[config.mk]
export PLATFORM = sky130hd
export DESIGN_NAME = hpd_irq_unit
export DESIGN_NICKNAME = d
export VERILOG_FILES = /design/src/rtl/hpd_irq_pkg.sv /design/src/rtl/hpd_sync_filter.sv /design/src/rtl/hpd_event_latch.sv /design/src/rtl/hpd_reg_port.sv /design/src/rtl/hpd_irq_unit.sv
export SDC_FILE = /design/constraint.sdc
export NUM_CORES = 1
export LEC_CHECK = 0
export CAP_MARGIN = 20
export CORE_ASPECT_RATIO = 0.5
export CORE_MARGIN = 2
export CORE_UTILIZATION = 55
export CTS_BUF_LIST = sky130_fd_sc_hd__clkbuf_16
export DETAILED_ROUTE_END_ITERATION = 8
export PLACE_DENSITY = 0.93
export SYNTH_ARGS = -nofsm -noshare
export SYNTH_HDL_FRONTEND = slang
export SYNTH_SLANG_ARGS = --single-unit
[constraint.sdc]
create_clock -name clk -period 8.8 [get_ports clk]
set_input_delay 2.2 -clock clk [delete_from_list [all_inputs] [get_ports clk]]
set_output_delay 2.2 -clock clk [all_outputs]
set_load 0.1 [all_outputs]
[src/rtl/hpd_irq_pkg.sv]
package hpd_irq_pkg;
  localparam int ADDR_STAT  = 0;
  localparam int ADDR_CLR   = 1;
  localparam int ADDR_MASK  = 2;
  localparam int ADDR_CFG   = 3;
  localparam int ADDR_LEVEL = 4;

  localparam int SRC_CORE = 0;
  localparam int SRC_RISE = 1;
  localparam int SRC_FALL = 2;
  localparam int N_SRC    = 3;

  localparam logic [15:0] CFG_DEFAULT = 16'hA0A0;
endpackage

[src/rtl/hpd_sync_filter.sv]
module hpd_sync_filter #(
  parameter int CNT_W = 12,
  parameter int EXP_W = 4
) (
  input  logic             clk,
  input  logic             rst,
  input  logic             raw_i,
  input  logic [CNT_W-1:0] win_i,
  input  logic [EXP_W-1:0] exp_i,
  output logic             level_o,
  output logic             rise_o,
  output logic             fall_o
);
  localparam int PRE_W = (1 << EXP_W) - 1;

  logic             s1_q, s2_q, filt_q;
  logic [CNT_W-1:0] cnt_q;
  logic [PRE_W-1:0] pre_q;
  logic [PRE_W-1:0] pre_mask;
  logic [CNT_W-1:0] limit;
  logic             tick;

  assign pre_mask = ~({PRE_W{1'b1}} << exp_i);
  assign tick     = (pre_q & pre_mask) == pre_mask;
  assign limit    = (win_i == '0) ? '0 : win_i - 1'b1;

  always_ff @(posedge clk) begin
    if (rst) begin
      s1_q   <= 1'b0;
      s2_q   <= 1'b0;
      filt_q <= 1'b0;
      cnt_q  <= '0;
      pre_q  <= '0;
      rise_o <= 1'b0;
      fall_o <= 1'b0;
    end else begin
      s1_q   <= raw_i;
      s2_q   <= s1_q;
      pre_q  <= pre_q + 1'b1;
      rise_o <= 1'b0;
      fall_o <= 1'b0;
      if (s2_q == filt_q) begin
        cnt_q <= '0;
      end else if (tick) begin
        if (cnt_q >= limit) begin
          filt_q <= s2_q;
          cnt_q  <= '0;
          rise_o <= s2_q;
          fall_o <= ~s2_q;
        end else begin
          cnt_q <= cnt_q + 1'b1;
        end
      end
    end
  end

  assign level_o = filt_q;

  assert_level_follows_sync_R9: assert property (@(posedge clk) disable iff (rst)
    (filt_q != $past(filt_q)) |-> (filt_q == $past(s2_q)));
  assert_rise_marks_up_R2: assert property (@(posedge clk) disable iff (rst)
    rise_o |-> (filt_q && !$past(filt_q)));
  assert_edges_exclusive_R3: assert property (@(posedge clk) disable iff (rst)
    $onehot0({rise_o, fall_o}));
endmodule

[src/rtl/hpd_event_latch.sv]
module hpd_event_latch #(
  parameter int N = 3
) (
  input  logic         clk,
  input  logic         rst,
  input  logic [N-1:0] set_i,
  input  logic [N-1:0] clr_i,
  output logic [N-1:0] stat_o
);
  for (genvar i = 0; i < N; i++) begin : g_bit
    always_ff @(posedge clk) begin
      if (rst)           stat_o[i] <= 1'b0;
      else if (set_i[i]) stat_o[i] <= 1'b1;
      else if (clr_i[i]) stat_o[i] <= 1'b0;
    end
  end

  assert_set_beats_clear_R7: assert property (@(posedge clk) disable iff (rst)
    (|$past(set_i)) |-> ((stat_o & $past(set_i)) == $past(set_i)));
  assert_clear_only_written_R6: assert property (@(posedge clk) disable iff (rst)
    ((stat_o ^ $past(stat_o)) & ~($past(clr_i) | $past(set_i))) == '0);
endmodule

[src/rtl/hpd_reg_port.sv]
module hpd_reg_port
  import hpd_irq_pkg::*;
#(
  parameter int ADDR_W = 3,
  parameter int DATA_W = 32,
  parameter int CFG_W  = 16
) (
  input  logic              clk,
  input  logic              rst,
  input  logic              wen_i,
  input  logic [ADDR_W-1:0] addr_i,
  input  logic [DATA_W-1:0] wdata_i,
  output logic [DATA_W-1:0] rdata_o,
  input  logic [N_SRC-1:0]  stat_i,
  input  logic              level_i,
  output logic [N_SRC-1:0]  mask_o,
  output logic [CFG_W-1:0]  cfg_o,
  output logic [N_SRC-1:0]  clr_o
);
  logic [DATA_W-1:0] rd_mux;

  assign clr_o = (wen_i && addr_i == ADDR_W'(ADDR_CLR)) ? wdata_i[N_SRC-1:0] : '0;

  always_ff @(posedge clk) begin
    if (rst) begin
      mask_o <= '0;
      cfg_o  <= CFG_W'(CFG_DEFAULT);
    end else if (wen_i) begin
      if (addr_i == ADDR_W'(ADDR_MASK)) mask_o <= wdata_i[N_SRC-1:0];
      if (addr_i == ADDR_W'(ADDR_CFG))  cfg_o  <= wdata_i[CFG_W-1:0];
    end
  end

  always_comb begin
    rd_mux = '0;
    case (addr_i)
      ADDR_W'(ADDR_STAT):  rd_mux = DATA_W'(stat_i);
      ADDR_W'(ADDR_MASK):  rd_mux = DATA_W'(mask_o);
      ADDR_W'(ADDR_CFG):   rd_mux = DATA_W'(cfg_o);
      ADDR_W'(ADDR_LEVEL): rd_mux = DATA_W'(level_i);
      default:             rd_mux = '0;
    endcase
  end

  always_ff @(posedge clk) begin
    if (rst) rdata_o <= '0;
    else     rdata_o <= rd_mux;
  end

  assert_mask_holds_R10: assert property (@(posedge clk) disable iff (rst)
    !$past(wen_i) |-> $stable(mask_o));
endmodule

[src/rtl/hpd_irq_unit.sv]
module hpd_irq_unit
  import hpd_irq_pkg::*;
#(
  parameter int ADDR_W = 3,
  parameter int DATA_W = 32,
  parameter int CNT_W  = 12,
  parameter int EXP_W  = 4
) (
  input  logic              clk,
  input  logic              rst,
  input  logic              hpd_raw_i,
  input  logic              core_irq_i,
  input  logic              reg_wen_i,
  input  logic [ADDR_W-1:0] reg_addr_i,
  input  logic [DATA_W-1:0] reg_wdata_i,
  output logic [DATA_W-1:0] reg_rdata_o,
  output logic              irq_o
);
  localparam int CFG_W = CNT_W + EXP_W;

  logic [N_SRC-1:0] stat, mask, clr, set_v;
  logic [CFG_W-1:0] cfg;
  logic             level, rise, fall;

  hpd_sync_filter #(.CNT_W(CNT_W), .EXP_W(EXP_W)) u_filt (
    .clk(clk), .rst(rst), .raw_i(hpd_raw_i),
    .win_i(cfg[CNT_W-1:0]), .exp_i(cfg[CFG_W-1:CNT_W]),
    .level_o(level), .rise_o(rise), .fall_o(fall)
  );

  always_comb begin
    set_v           = '0;
    set_v[SRC_CORE] = core_irq_i;
    set_v[SRC_RISE] = rise;
    set_v[SRC_FALL] = fall;
  end

  hpd_event_latch #(.N(N_SRC)) u_latch (
    .clk(clk), .rst(rst), .set_i(set_v), .clr_i(clr), .stat_o(stat)
  );

  hpd_reg_port #(.ADDR_W(ADDR_W), .DATA_W(DATA_W), .CFG_W(CFG_W)) u_regs (
    .clk(clk), .rst(rst), .wen_i(reg_wen_i), .addr_i(reg_addr_i),
    .wdata_i(reg_wdata_i), .rdata_o(reg_rdata_o), .stat_i(stat),
    .level_i(level), .mask_o(mask), .cfg_o(cfg), .clr_o(clr)
  );

  always_ff @(posedge clk) begin
    if (rst) irq_o <= 1'b0;
    else     irq_o <= |(stat & mask);
  end

  assert_irq_needs_status_R8: assert property (@(posedge clk) disable iff (rst)
    irq_o |-> (|$past(stat)));
endmodule

==> results_dict.tcl <==
set metrics [dict create \
    period_needed_ps 4140 \
    synth_seq_cells 71 \
    synth_area_leaders "dfxtp_1, nand2_1, ha_1" \
    worstSkewPairLatency_ps 340 \
    post-cts-setup-buffers 0 \
    synth_edf_count 0 \
    syn_inst 408 \
    drt_iter0_drc 260 \
    viasPerCell 5.47 \
    nets 499 \
    areaGrowthSynthToFinish_pct 18.5 \
    clkSinkCount 71 \
    cts_tree "built" \
    design.die.area_um2 7000 \
    hold_class "reg -> reg" \
    ctsHoldBuffers 0 \
    status "finished clean" \
    start_util_pct 57.1 \
    drive_above_1_share_pct 4.25 \
    yosysWarningCount 0 \
    synthDistinctLibCells 53 \
    ys_async_sr_fraction_pct 0 \
    power_mw 0.725 \
    crit_path_start_kind "primary input" \
    seqCellArea_um2 1420 \
    wl_um 7690 \
    ys.flop_type "dfxtp_1" \
    tns_ps 0 \
    dpl-instance-area_um2 3850 \
    yosys-top-cells-count "dfxtp_1, nand2_1, nor2_1, a21oi_1, xor2_1" \
    wl_per_cell_um 14.4 \
    arrival_ps 4390 \
    multi_input_area_um2 1870 \
    max-vdd-ir-drop_mv 0.0954 \
    slew_violations 0 \
    drc_errors 0 \
    num_vias 2925 \
    setup_viol 0 \
    hold_ws_ps 453 \
    grt_pass1_vias 2688 \
    hpwl_um 5060 \
    grt_pass1_wl_um 12400 \
    required_ps 9060 \
    yosysSeqAreaShare_pct 41.0 \
    core_area_um2 6080 \
    drtPass1Iterations 4 \
    clock_path_buffers 2 \
    cts-htree-levels 3 \
    cts_made_buffers 9 \
    critPathKind "in -> reg" \
    path_clk_slew_ps 60 \
    min_period_over_period_pct 47.0 \
    finClkSkew_ps 7.16 \
    gp_congestion 0.853 \
    portBuffers 40 \
    antenna_cells 0 \
    yosysMostFrequentCell "dfxtp_1" \
    max_cap_viol_count 0 \
    fp.dieH_um 60.2 \
    fmax_mhz 242 \
    rows 20 \
    hold_violations 0 \
    nFillCells 424 \
    synth_top_area_share_pct 41.0 \
    cts_root_buffer "clkbuf_16" \
    p_per_area_nw_per_um2 176 \
    slew-limit-headroom_pct 30.2 \
    grt_max_degree 51 \
    cts_resized 0 \
    syn_area_per_cell_um2 8.50 \
    die_w_um 116 \
    worstMarginPinSlew_ps 1040 \
    post-synth-top-area-cell "dfxtp_1" \
    ios 73 \
    r2r_slack_ps 4900 \
    antenna_left 0 \
    netlist_area_um2 3470 \
    leakagePower_nw 1.58 \
    finalInstanceArea_um2 4110 \
    end_kind "flop" \
    grt_usage_pct 23.5 \
    gr-total-overflow 0 \
    crit_fanout 16 \
    finish.utilization_pct 67.6 \
    antenna_found_initial 0 \
    grt_setup_unrepaired "no" \
]
-- area by class of cell --
cell class / count / share of cell area [%]
clock inverter: 6 / 0.731
tap: 88 / 2.68
inverter: 11 / 1.00
timing repair buffer: 41 / 9.92
multi-input combinational: 309 / 45.6
sequential: 71 / 34.6
clock buffer: 9 / 5.48
-- worst paths after layout --
kind                                     start                      endpoint  cells past startpoint
setup reg to reg  u_regs.cfg_o[4]$_SDFFE_PP0P_  u_filt.cnt_q[6]$_SDFFE_PP0N_                     11
setup / recovery                 reg_addr_i[1]  u_regs.cfg_o[4]$_SDFFE_PP0P_                      5
hold reg to reg         u_filt.s1_q$_SDFF_PP0_        u_filt.s2_q$_SDFF_PP0_                      1
hold / removal          u_filt.s1_q$_SDFF_PP0_        u_filt.s2_q$_SDFF_PP0_                      1
-- critical path: stages --
cell and delay (ps):
clkdlybuf4s50_1 650, nand2_1 250, nor2_1 860, nand2_1 220
a21oi_1 200
-- sequential cells by signal (all words and copies together), names as in the netlist --
signal          flops
u_filt.fall_o       1
u_filt.rise_o       1
irq_o               1
u_filt.pre_q       15
u_latch.stat_o      3
u_filt.level_o      1
u_regs.rdata_o     16
u_filt.s1_q         1
u_regs.mask_o       3
u_filt.s2_q         1
u_regs.cfg_o       16
u_filt.cnt_q       12
-- metal layers --
| layer | share of wire (%) | GRT usage, % |
|---|---|---|
| met2 | 49 | 40.3 |
| met4 | 2.1 | 11.4 |
| met1 | 43 | 27.4 |
| met5 | 0 | 0 |
| met3 | 6.2 | 7.20 |
-- layout by cell type, fill, tap and decap left out, types with 7 or more instances in the layout --
cell,count
clkbuf_16,9
ha_1,16
nand2_1,58
dfxtp_1,71
nor4_1,7
clkdlybuf4s50_1,40
nand4_1,11
xor2_1,22
mux2i_1,7
nand3_1,11
conb_1,16
a21oi_1,25
nor2_1,44
nor3_1,9
and2_1,14
xnor2_1,7
inv_1,11
-- kinds of logic after synthesis --
group                    share of synthesized area, %
AO/OA/AOI/OAI                                    10.6
XOR/XNOR                                         7.32
adder cells (fa/ha/maj)                          5.77
buffers and inverters                            6.64
flip-flops                                       41.0
multiplexers                                     2.02
other                                           0.108
AND/OR/NAND/NOR                                  26.6
-- stage by stage --
step	worst slack, ps	instances
2_1_floorplan	5230	423
3_3_place_gp	4590	520
3_5_place_dp	4530	520
4_1_cts	4720	535
5_1_grt	4420	535
6_report	4660	535
-- power breakdown --
part | internal, mW | switching (mW) | total, mW | leakage (nW)
combinational | 0.0214 | 0.0567 | 0.0781 | 0.887
sequential | 0.326 | 0.00570 | 0.332 | 0.574
clock | 0.185 | 0.130 | 0.315 | 0.121
total | 0.533 | 0.192 | 0.725 | 1.58
No activity file was read; power rests on OpenSTA's default activity.
